### src/rtl/disp_idx_pkg.sv
package disp_idx_pkg;

  localparam logic [31:0] REG_ID          = 32'd0;
  localparam logic [31:0] REG_ENABLE      = 32'd1;
  localparam logic [31:0] REG_WIDTH       = 32'd2;
  localparam logic [31:0] REG_HEIGHT      = 32'd3;
  localparam logic [31:0] REG_MAX_W       = 32'd4;
  localparam logic [31:0] REG_MAX_H       = 32'd5;
  localparam logic [31:0] REG_DEPTH       = 32'd6;
  localparam logic [31:0] REG_BPP         = 32'd7;
  localparam logic [31:0] REG_LINE_BYTES  = 32'd12;
  localparam logic [31:0] REG_CAPS        = 32'd17;
  localparam logic [31:0] REG_MEM_SIZE    = 32'd19;
  localparam logic [31:0] REG_CONFIG      = 32'd20;
  localparam logic [31:0] REG_SYNC        = 32'd21;
  localparam logic [31:0] REG_BUSY        = 32'd22;
  localparam logic [31:0] REG_GUEST       = 32'd23;
  localparam logic [31:0] REG_CUR_ID      = 32'd24;
  localparam logic [31:0] REG_CUR_X       = 32'd25;
  localparam logic [31:0] REG_CUR_Y       = 32'd26;
  localparam logic [31:0] REG_CUR_ON      = 32'd27;
  localparam logic [31:0] REG_SCR_SIZE    = 32'd29;

  localparam logic [31:0] PAL_FIRST       = 32'd1024;
  localparam logic [31:0] PAL_LAST        = 32'd1791;
  localparam logic [31:0] SCR_BASE        = 32'd1792;

  localparam logic [31:0] VER_0           = 32'h9000_0000;
  localparam logic [31:0] VER_1           = 32'h9000_0001;
  localparam logic [31:0] VER_2           = 32'h9000_0002;

  localparam logic [31:0] LIMIT_W         = 32'd2368;
  localparam logic [31:0] LIMIT_H         = 32'd1770;

  typedef enum logic [1:0] {
    RD_INDEX = 2'd0,
    RD_VALUE = 2'd1,
    RD_AUX   = 2'd2,
    RD_NONE  = 2'd3
  } rdSel_e;

  typedef struct packed {
    logic wrId;
    logic wrEnable;
    logic wrWidth;
    logic wrHeight;
    logic wrConfig;
    logic wrSync;
    logic wrGuest;
    logic wrCurId;
    logic wrCurX;
    logic wrCurY;
    logic wrCurOn;
    logic wrScratch;
    logic rdLoad;
  } dispStrobe_t;

  function automatic logic inScratch(input logic [31:0] idx, input logic [31:0] words);
    return (idx >= SCR_BASE) && (idx < SCR_BASE + words);
  endfunction

  function automatic logic idxMapped(input logic [31:0] idx, input logic [31:0] words);
    logic hit;
    case (idx)
      REG_ID, REG_ENABLE, REG_WIDTH, REG_HEIGHT, REG_MAX_W, REG_MAX_H,
      REG_DEPTH, REG_BPP, REG_LINE_BYTES, REG_CAPS, REG_MEM_SIZE,
      REG_CONFIG, REG_SYNC, REG_BUSY, REG_GUEST, REG_CUR_ID, REG_CUR_X,
      REG_CUR_Y, REG_CUR_ON, REG_SCR_SIZE: hit = 1'b1;
      default: hit = ((idx >= PAL_FIRST) && (idx <= PAL_LAST)) || inScratch(idx, words);
    endcase
    return hit;
  endfunction

endpackage

### src/rtl/disp_idx_ctrl.sv
module disp_idx_ctrl
  import disp_idx_pkg::*;
#(
  parameter int ADDR_W        = 4,
  parameter int STRIDE        = 1,
  parameter int SCRATCH_WORDS = 64
) (
  input  logic              clk,
  input  logic              rstN,
  input  logic              busValid,
  input  logic              busWrite,
  input  logic [ADDR_W-1:0] busAddr,
  input  logic [31:0]       busWData,
  output dispStrobe_t       stb,
  output rdSel_e            rdSel,
  output logic [31:0]       indexQ,
  output logic              rdValid,
  output logic              rdErr,
  output logic              syncPulse
);

  localparam logic [ADDR_W-1:0] OFF_INDEX = '0;
  localparam logic [ADDR_W-1:0] OFF_VALUE = ADDR_W'(STRIDE);
  localparam logic [ADDR_W-1:0] OFF_AUX   = ADDR_W'(2 * STRIDE);
  localparam logic [31:0]       SCR_WORDS = 32'(SCRATCH_WORDS);

  logic hitIndex, hitValue, hitAux;
  logic valueWr, isRead, mapped;

  assign hitIndex = (busAddr == OFF_INDEX);
  assign hitValue = (busAddr == OFF_VALUE);
  assign hitAux   = (busAddr == OFF_AUX);
  assign valueWr  = busValid && busWrite && hitValue;
  assign isRead   = busValid && !busWrite;
  assign mapped   = idxMapped(indexQ, SCR_WORDS);

  always_comb begin
    stb           = '0;
    stb.wrId      = valueWr && (indexQ == REG_ID);
    stb.wrEnable  = valueWr && (indexQ == REG_ENABLE);
    stb.wrWidth   = valueWr && (indexQ == REG_WIDTH);
    stb.wrHeight  = valueWr && (indexQ == REG_HEIGHT);
    stb.wrConfig  = valueWr && (indexQ == REG_CONFIG);
    stb.wrSync    = valueWr && (indexQ == REG_SYNC);
    stb.wrGuest   = valueWr && (indexQ == REG_GUEST);
    stb.wrCurId   = valueWr && (indexQ == REG_CUR_ID);
    stb.wrCurX    = valueWr && (indexQ == REG_CUR_X);
    stb.wrCurY    = valueWr && (indexQ == REG_CUR_Y);
    stb.wrCurOn   = valueWr && (indexQ == REG_CUR_ON);
    stb.wrScratch = valueWr && inScratch(indexQ, SCR_WORDS);
    stb.rdLoad    = isRead;
  end

  always_comb begin
    if (hitIndex)      rdSel = RD_INDEX;
    else if (hitValue) rdSel = RD_VALUE;
    else if (hitAux)   rdSel = RD_AUX;
    else               rdSel = RD_NONE;
  end

  always_ff @(posedge clk or negedge rstN) begin
    if (!rstN) begin
      indexQ    <= '0;
      rdValid   <= 1'b0;
      rdErr     <= 1'b0;
      syncPulse <= 1'b0;
    end else begin
      if (busValid && busWrite && hitIndex) indexQ <= busWData;
      rdValid   <= isRead;
      rdErr     <= isRead && hitValue && !mapped;
      syncPulse <= stb.wrSync;
    end
  end

  // an error flag never appears without read data
  assert_err_with_valid_R11: assert property (@(posedge clk) disable iff (!rstN)
    rdErr |-> rdValid);

  // a read request yields exactly one valid cycle
  assert_read_response_R12: assert property (@(posedge clk) disable iff (!rstN)
    (busValid && !busWrite) |=> rdValid);

endmodule

### src/rtl/disp_idx_data.sv
module disp_idx_data
  import disp_idx_pkg::*;
#(
  parameter int          SCRATCH_WORDS = 64,
  parameter int          HOST_DEPTH    = 32,
  parameter int          RESET_WIDTH   = 640,
  parameter int          RESET_HEIGHT  = 480,
  parameter logic [31:0] CAPS_WORD     = 32'h0000_00E3,
  parameter logic [31:0] MEM_BYTES     = 32'h0001_0000
) (
  input  logic        clk,
  input  logic        rstN,
  input  dispStrobe_t stb,
  input  rdSel_e      rdSel,
  input  logic [31:0] indexQ,
  input  logic [31:0] busWData,
  input  logic        cmdDone,
  output logic [31:0] rdData,
  output logic        enableQ,
  output logic        configQ,
  output logic        busyQ
);

  localparam int          SCR_AW     = (SCRATCH_WORDS > 1) ? $clog2(SCRATCH_WORDS) : 1;
  localparam logic [31:0] SCR_WORDS  = 32'(SCRATCH_WORDS);
  localparam logic [31:0] DEPTH_W    = 32'(HOST_DEPTH);
  localparam logic [31:0] DEPTH_SHOW = (HOST_DEPTH == 32) ? 32'd24 : DEPTH_W;

  logic [31:0] idQ, widthQ, heightQ, guestQ, curIdQ, curXQ, curYQ;
  logic        curOnQ;
  logic [31:0] scratchMem [SCRATCH_WORDS];
  logic [SCR_AW-1:0] scrOff;
  logic [31:0] lineBytes, regValue, nextRd;

  assign scrOff    = SCR_AW'(indexQ - SCR_BASE);
  assign lineBytes = (widthQ * DEPTH_W) >> 3;

  always_ff @(posedge clk or negedge rstN) begin
    if (!rstN) begin
      idQ     <= VER_2;
      enableQ <= 1'b0;
      configQ <= 1'b0;
      busyQ   <= 1'b0;
      widthQ  <= 32'(RESET_WIDTH);
      heightQ <= 32'(RESET_HEIGHT);
      guestQ  <= '0;
      curIdQ  <= '0;
      curXQ   <= '0;
      curYQ   <= '0;
      curOnQ  <= 1'b0;
    end else begin
      if (stb.wrId && (busWData == VER_0 || busWData == VER_1 || busWData == VER_2))
        idQ <= busWData;
      if (stb.wrEnable) enableQ <= |busWData;
      if (stb.wrConfig) configQ <= |busWData;
      if (stb.wrWidth && busWData <= LIMIT_W)  widthQ  <= busWData;
      if (stb.wrHeight && busWData <= LIMIT_H) heightQ <= busWData;
      if (stb.wrGuest) guestQ <= busWData;
      if (stb.wrCurId) curIdQ <= busWData;
      if (stb.wrCurX)  curXQ  <= busWData;
      if (stb.wrCurY)  curYQ  <= busWData;
      if (stb.wrCurOn) begin
        if (busWData == 32'd1)      curOnQ <= 1'b1;
        else if (busWData == 32'd0) curOnQ <= 1'b0;
      end
      if (stb.wrSync)     busyQ <= 1'b1;
      else if (cmdDone)   busyQ <= 1'b0;
    end
  end

  always_ff @(posedge clk or negedge rstN) begin
    if (!rstN) begin
      for (int i = 0; i < SCRATCH_WORDS; i++) scratchMem[i] <= '0;
    end else if (stb.wrScratch) begin
      scratchMem[scrOff] <= busWData;
    end
  end

  always_comb begin
    case (indexQ)
      REG_ID:         regValue = idQ;
      REG_ENABLE:     regValue = {31'b0, enableQ};
      REG_WIDTH:      regValue = widthQ;
      REG_HEIGHT:     regValue = heightQ;
      REG_MAX_W:      regValue = LIMIT_W;
      REG_MAX_H:      regValue = LIMIT_H;
      REG_DEPTH:      regValue = DEPTH_SHOW;
      REG_BPP:        regValue = DEPTH_W;
      REG_LINE_BYTES: regValue = lineBytes;
      REG_CAPS:       regValue = CAPS_WORD;
      REG_MEM_SIZE:   regValue = MEM_BYTES;
      REG_CONFIG:     regValue = {31'b0, configQ};
      REG_BUSY:       regValue = {31'b0, busyQ};
      REG_GUEST:      regValue = guestQ;
      REG_CUR_ID:     regValue = curIdQ;
      REG_CUR_X:      regValue = curXQ;
      REG_CUR_Y:      regValue = curYQ;
      REG_CUR_ON:     regValue = {31'b0, curOnQ};
      REG_SCR_SIZE:   regValue = SCR_WORDS;
      default:        regValue = inScratch(indexQ, SCR_WORDS) ? scratchMem[scrOff] : 32'd0;
    endcase
  end

  always_comb begin
    case (rdSel)
      RD_INDEX: nextRd = indexQ;
      RD_VALUE: nextRd = regValue;
      RD_AUX:   nextRd = 32'd0;
      default:  nextRd = 32'hFFFF_FFFF;
    endcase
  end

  always_ff @(posedge clk or negedge rstN) begin
    if (!rstN)           rdData <= '0;
    else if (stb.rdLoad) rdData <= nextRd;
  end

  // the version word only ever holds one of the three accepted codes
  assert_id_legal_R3: assert property (@(posedge clk) disable iff (!rstN)
    (idQ == VER_0) || (idQ == VER_1) || (idQ == VER_2));

  // stored mode never exceeds the limits
  assert_width_bound_R4: assert property (@(posedge clk) disable iff (!rstN)
    widthQ <= LIMIT_W);
  assert_height_bound_R4: assert property (@(posedge clk) disable iff (!rstN)
    heightQ <= LIMIT_H);

  // codes other than 0 and 1 leave the cursor flag alone
  assert_cursor_hold_R8: assert property (@(posedge clk) disable iff (!rstN)
    (stb.wrCurOn && busWData > 32'd1) |=> $stable(curOnQ));

endmodule

### src/rtl/disp_idx_port.sv
module disp_idx_port
  import disp_idx_pkg::*;
#(
  parameter int          ADDR_W        = 4,
  parameter int          STRIDE        = 1,
  parameter int          SCRATCH_WORDS = 64,
  parameter int          HOST_DEPTH    = 32,
  parameter int          RESET_WIDTH   = 640,
  parameter int          RESET_HEIGHT  = 480,
  parameter logic [31:0] CAPS_WORD     = 32'h0000_00E3,
  parameter logic [31:0] MEM_BYTES     = 32'h0001_0000
) (
  input  logic              clk,
  input  logic              rstN,
  input  logic              busValid,
  input  logic              busWrite,
  input  logic [ADDR_W-1:0] busAddr,
  input  logic [31:0]       busWData,
  input  logic              cmdDone,
  output logic              rdValid,
  output logic [31:0]       rdData,
  output logic              rdErr,
  output logic              dispEnable,
  output logic              dispConfig,
  output logic              syncPulse
);

  dispStrobe_t stb;
  rdSel_e      rdSel;
  logic [31:0] indexQ;
  logic        busyQ;

  disp_idx_ctrl #(
    .ADDR_W(ADDR_W), .STRIDE(STRIDE), .SCRATCH_WORDS(SCRATCH_WORDS)
  ) u_ctrl (
    .clk(clk), .rstN(rstN), .busValid(busValid), .busWrite(busWrite),
    .busAddr(busAddr), .busWData(busWData), .stb(stb), .rdSel(rdSel),
    .indexQ(indexQ), .rdValid(rdValid), .rdErr(rdErr), .syncPulse(syncPulse)
  );

  disp_idx_data #(
    .SCRATCH_WORDS(SCRATCH_WORDS), .HOST_DEPTH(HOST_DEPTH),
    .RESET_WIDTH(RESET_WIDTH), .RESET_HEIGHT(RESET_HEIGHT),
    .CAPS_WORD(CAPS_WORD), .MEM_BYTES(MEM_BYTES)
  ) u_data (
    .clk(clk), .rstN(rstN), .stb(stb), .rdSel(rdSel), .indexQ(indexQ),
    .busWData(busWData), .cmdDone(cmdDone), .rdData(rdData),
    .enableQ(dispEnable), .configQ(dispConfig), .busyQ(busyQ)
  );

  // a sync pulse is always seen with busy already set
  assert_sync_busy_R7: assert property (@(posedge clk) disable iff (!rstN)
    syncPulse |-> busyQ);

  // an error read carries zero data
  assert_err_zero_R11: assert property (@(posedge clk) disable iff (!rstN)
    rdErr |-> (rdData == 32'd0));

endmodule

### config.mk
export PLATFORM = sky130hd
export DESIGN_NAME = disp_idx_port
export DESIGN_NICKNAME = d
export VERILOG_FILES = /design/src/rtl/disp_idx_pkg.sv /design/src/rtl/disp_idx_ctrl.sv /design/src/rtl/disp_idx_data.sv /design/src/rtl/disp_idx_port.sv
export SDC_FILE = /design/constraint.sdc
export NUM_CORES = 2
export LEC_CHECK = 0
export CAP_MARGIN = 40
export CORE_MARGIN = 5
export CORE_UTILIZATION = 51
export DETAILED_ROUTE_END_ITERATION = 16
export PLACE_DENSITY = 0.73
export SLEW_MARGIN = 20
export SYNTH_ARGS = -nofsm -noshare
export SYNTH_HDL_FRONTEND = slang
export SYNTH_SLANG_ARGS = --single-unit
### constraint.sdc
create_clock -name clk -period 5.31 [get_ports clk]
set_input_delay 0.7965 -clock clk [delete_from_list [all_inputs] [get_ports clk]]
set_output_delay 0.7965 -clock clk [all_outputs]
set_load 0.01 [all_outputs]
==> metrics <==
CP Cell Sequence nor4_1, or4b_4, nor4_4, nand2_2, or4_2, buf_4, mux2_4; slowest cell delay on critical path 0.77 ns; final worst slack 1.08 ns; RSZ-0062 raised after global routing no; clock latency on the worst-skew pair 0.90 ns; switch share 26.9%; status finished, final reports clean; compound-cell area share of the yosys netlist 3.12%; Syn Nets 6920; Tcrit/Tclk final 79.7%; Post CTS Setup Buffer Count 0; Net Switching 10700 µW; Port Buffers 77; top layer in use met5; io pins 78; Internal 29000 µW; slowest CP cell or4_2; Core Region 207000 µm²; largest net degree at the start of global routing 174; CTS max path bufs 3; Slew @ Worst Pin 1.13 ns; vias in the first global route 67.1k; Synth Cell Area 106000 µm²; Die Wd 466 µm; ys async rst share 100%; clock sink count 2343; WP buf/inv 1; Unique masters post-synth 77; Seq/Total Area, Yosys 55.2%; nature of the critical path endpoint flop; Mapped Avg Cell Area 15.4 µm²; DR WL met3 27000 µm; Metal-1 WL 131000 µm; post-synthesis xor/xnor area fraction 0%; EDFF count, synth 0; mux cell area share after synthesis 36.1%; Slew headroom 24.6%; vias per cell 6.56; global placement routability congestion 0.963; Worst Hold Class in2reg; worst path arrival time 4.99 ns; Die Span Y 466 µm; GRT Total Usage 29.1%; DPL Wire Length 194000 µm; Setup Skew 0.0570 ns; vias 64.4k; CTS Root Cell clkbuf_16; Congestion Overflow GR 0; largest family of logic cells by synthesized area multiplexers; pre-CTS WS 0.718 ns; # setup viols final 0; cell family with most CP delay simple AND/OR/NAND/NOR gates; synthesized flop and latch total 2343; routed wl met2 141000 µm; reg2reg setup slack 1.08 ns; routed wire length 316000 µm; Clk pwr share 42.6%; CTS tree yes; crit path time final 4.23 ns; initial core utilization 51.3%; leakage power 0.0566 µW; Crit path required time 6.07 ns; simple-gate share of the synthesized area 2.70%; first-pass GRT wire length 468000 µm; FMAX 0.236 GHz; post-route ant nets 0; Layout area overhead 12.4%; cts bufs inserted 232; dominant synthesized flop cell dfrtp_1; Synth Area in Adders 0%; initial antenna violation count 14; DR iter-0 viols 7288; Peak VDD IR 424 µV; Pins Over Slew Limit 0; crit path kind reg2reg; Total Neg Setup Slack 0 ns; Max Cap Viol 0; Setup crit start kind flop; clk slew on worst S/H paths 0.06 ns; Std-Cell Rows 167; Cell Pwr Density 333 nW/µm²; Avg WL per Cell 32.2 µm; Cells after Synth 6879; # DRC 0; combinational share of power 11.6%; Initial DRT Pass Iterations 8; Total Die Area 217000 µm²; ratio of cells with drive above 1 in the final layout 50.9%; Crit Path Max Fanout 33; NumNets Final 6873; Yosys warnings 0; H-tree levels 4; Sequential Power Share 45.8%; final-report hold violation count 0
[kinds of logic (layout without fill, tap and decap cells)]
logic type,after synthesis,in the layout
other,0,5
and+or+nand+nor,531,531
DFF,2343,2343
muxes,2849,2849
buffers and inverters,699,842
AOI/OAI and AO/OA,457,457
[repair_timing]
action	4_1_cts	5_1_grt
gates resized for setup	0	0
hold buffers	1	0
endpoints found under the hold margin	76	0
[cells in the mapped netlist (19+ instances only)]
cell type	n	share of area (%)
o22ai_1	21	0.12
a211oi_1	26	0.18
o21ai_0	50	0.24
a22o_1	33	0.27
nor4_1	23	0.14
buf_6	19	0.20
nand2_1	134	0.47
a22oi_1	128	0.91
nor2_1	115	0.41
nand3_1	51	0.24
buf_2	199	0.94
mux4_2	550	12
a221oi_1	19	0.16
and2_1	33	0.19
buf_1	62	0.22
nor2b_1	54	0.32
mux2_4	28	0.40
dfrtp_1	2334	55
a222oi_1	22	0.21
a21oi_1	59	0.28
mux2_1	40	0.42
mux2_2	2146	23
mux2i_1	85	0.80
nor3_1	27	0.13
clkbuf_1	395	1.4
[flip-flops by register name, summed over array words and instances (netlist names), 32 cells and up]
signal             cells
u_data.curXQ          32
u_data.curYQ          32
u_data.scratchMem   2048
u_data.curIdQ         32
u_ctrl.indexQ         32
u_data.heightQ        32
u_data.rdData         32
u_data.idQ            32
u_data.guestQ         32
u_data.widthQ         32
[area by class of cell]
type	instances	area, µm²
Inverter	12	45.0
Clock inverter	80	1080
Multi-Input combinational cell	3837	45000
Clock buffer	344	6870
Tap cell	2788	3490
Sequential cell	2343	58700
Antenna cell	5	12.5
Fill cell	15731	87800
Timing Repair Buffer	406	4130
[per-layer routing]
| layer | up-vias | global-route usage (%) |
|---|---|---|
| met3 | 723 | 7.05 |
| met4 | 8 | 13.2 |
| met2 | 2847 | 43.2 |
| li1 | 25537 | - |
| met5 | - | 0 |
| met1 | 35239 | 41.1 |
[per-stage QoR]
stage	util [%]	hold slack, ns	cells	power (µW)	area, µm²
floorplan	-	0.442	6879	20700	106000
finish	57.6	0.227	9815	39800	119000
global route	57.6	0.207	9811	40900	119000
detailed placement	53.6	0.470	9368	23100	111000
global placement	53.5	0.454	9351	23000	111000
CTS	57.4	0.180	9793	39900	119000
[power by group through the flow]
stage	Combinational (µW)	Sequential [µW]	Clock [µW]
3_5_place_dp	4550	18500	0
6_report	4620	18200	16900
5_1_grt	4810	18200	17900
2_1_floorplan	2380	18300	0
3_3_place_gp	4460	18500	0
4_1_cts	4560	18200	17100
[worst paths after layout]
check                                       start  cells after the start                      end
min reg2reg                u_data.scratchMem[661]                      1   u_data.scratchMem[661]
min in group asynchronous                    rstN                      2  u_data.scratchMem[1929]
min                                   busWData[3]                      2  u_data.scratchMem[1059]
max                             u_ctrl.indexQ[23]                      7  u_data.scratchMem[1446]
max in group asynchronous                    rstN                      4   u_data.scratchMem[206]
max reg2reg                     u_ctrl.indexQ[23]                      7  u_data.scratchMem[1446]
[cell usage in the layout, fill, tap and decap left out, types with 12 or more instances in the layout]
cell | netlist | final
nand3_2 | 1 | 13
nor2b_1 | 54 | 50
o22ai_1 | 21 | 21
buf_2 | 199 | 37
buf_12 | 0 | 71
nand3_1 | 51 | 39
mux2_2 | 2146 | 2146
clkbuf_16 | 0 | 232
nor2_4 | 0 | 38
a211oi_1 | 26 | 26
nor4_4 | 10 | 12
dfrtp_1 | 2334 | 2330
and3_1 | 15 | 13
clkinv_2 | 0 | 41
mux4_2 | 550 | 550
clkbuf_8 | 0 | 64
and2_1 | 33 | 32
a31oi_1 | 16 | 15
nand2_1 | 134 | 134
a22oi_1 | 128 | 128
mux2_1 | 40 | 40
bufinv_16 | 0 | 15
nor3_1 | 27 | 26
clkbuf_1 | 395 | 48
nand4_1 | 16 | 16
buf_4 | 12 | 241
a221oi_1 | 19 | 19
a21oi_1 | 59 | 59
nor4_1 | 23 | 16
o21ai_0 | 50 | 50
a222oi_1 | 22 | 22
a22o_1 | 33 | 33
mux2_4 | 28 | 28
mux2i_1 | 85 | 85
nor2_1 | 115 | 74
clkdlybuf4s50_1 | 0 | 44
Power figures use the tool's default switching activity.
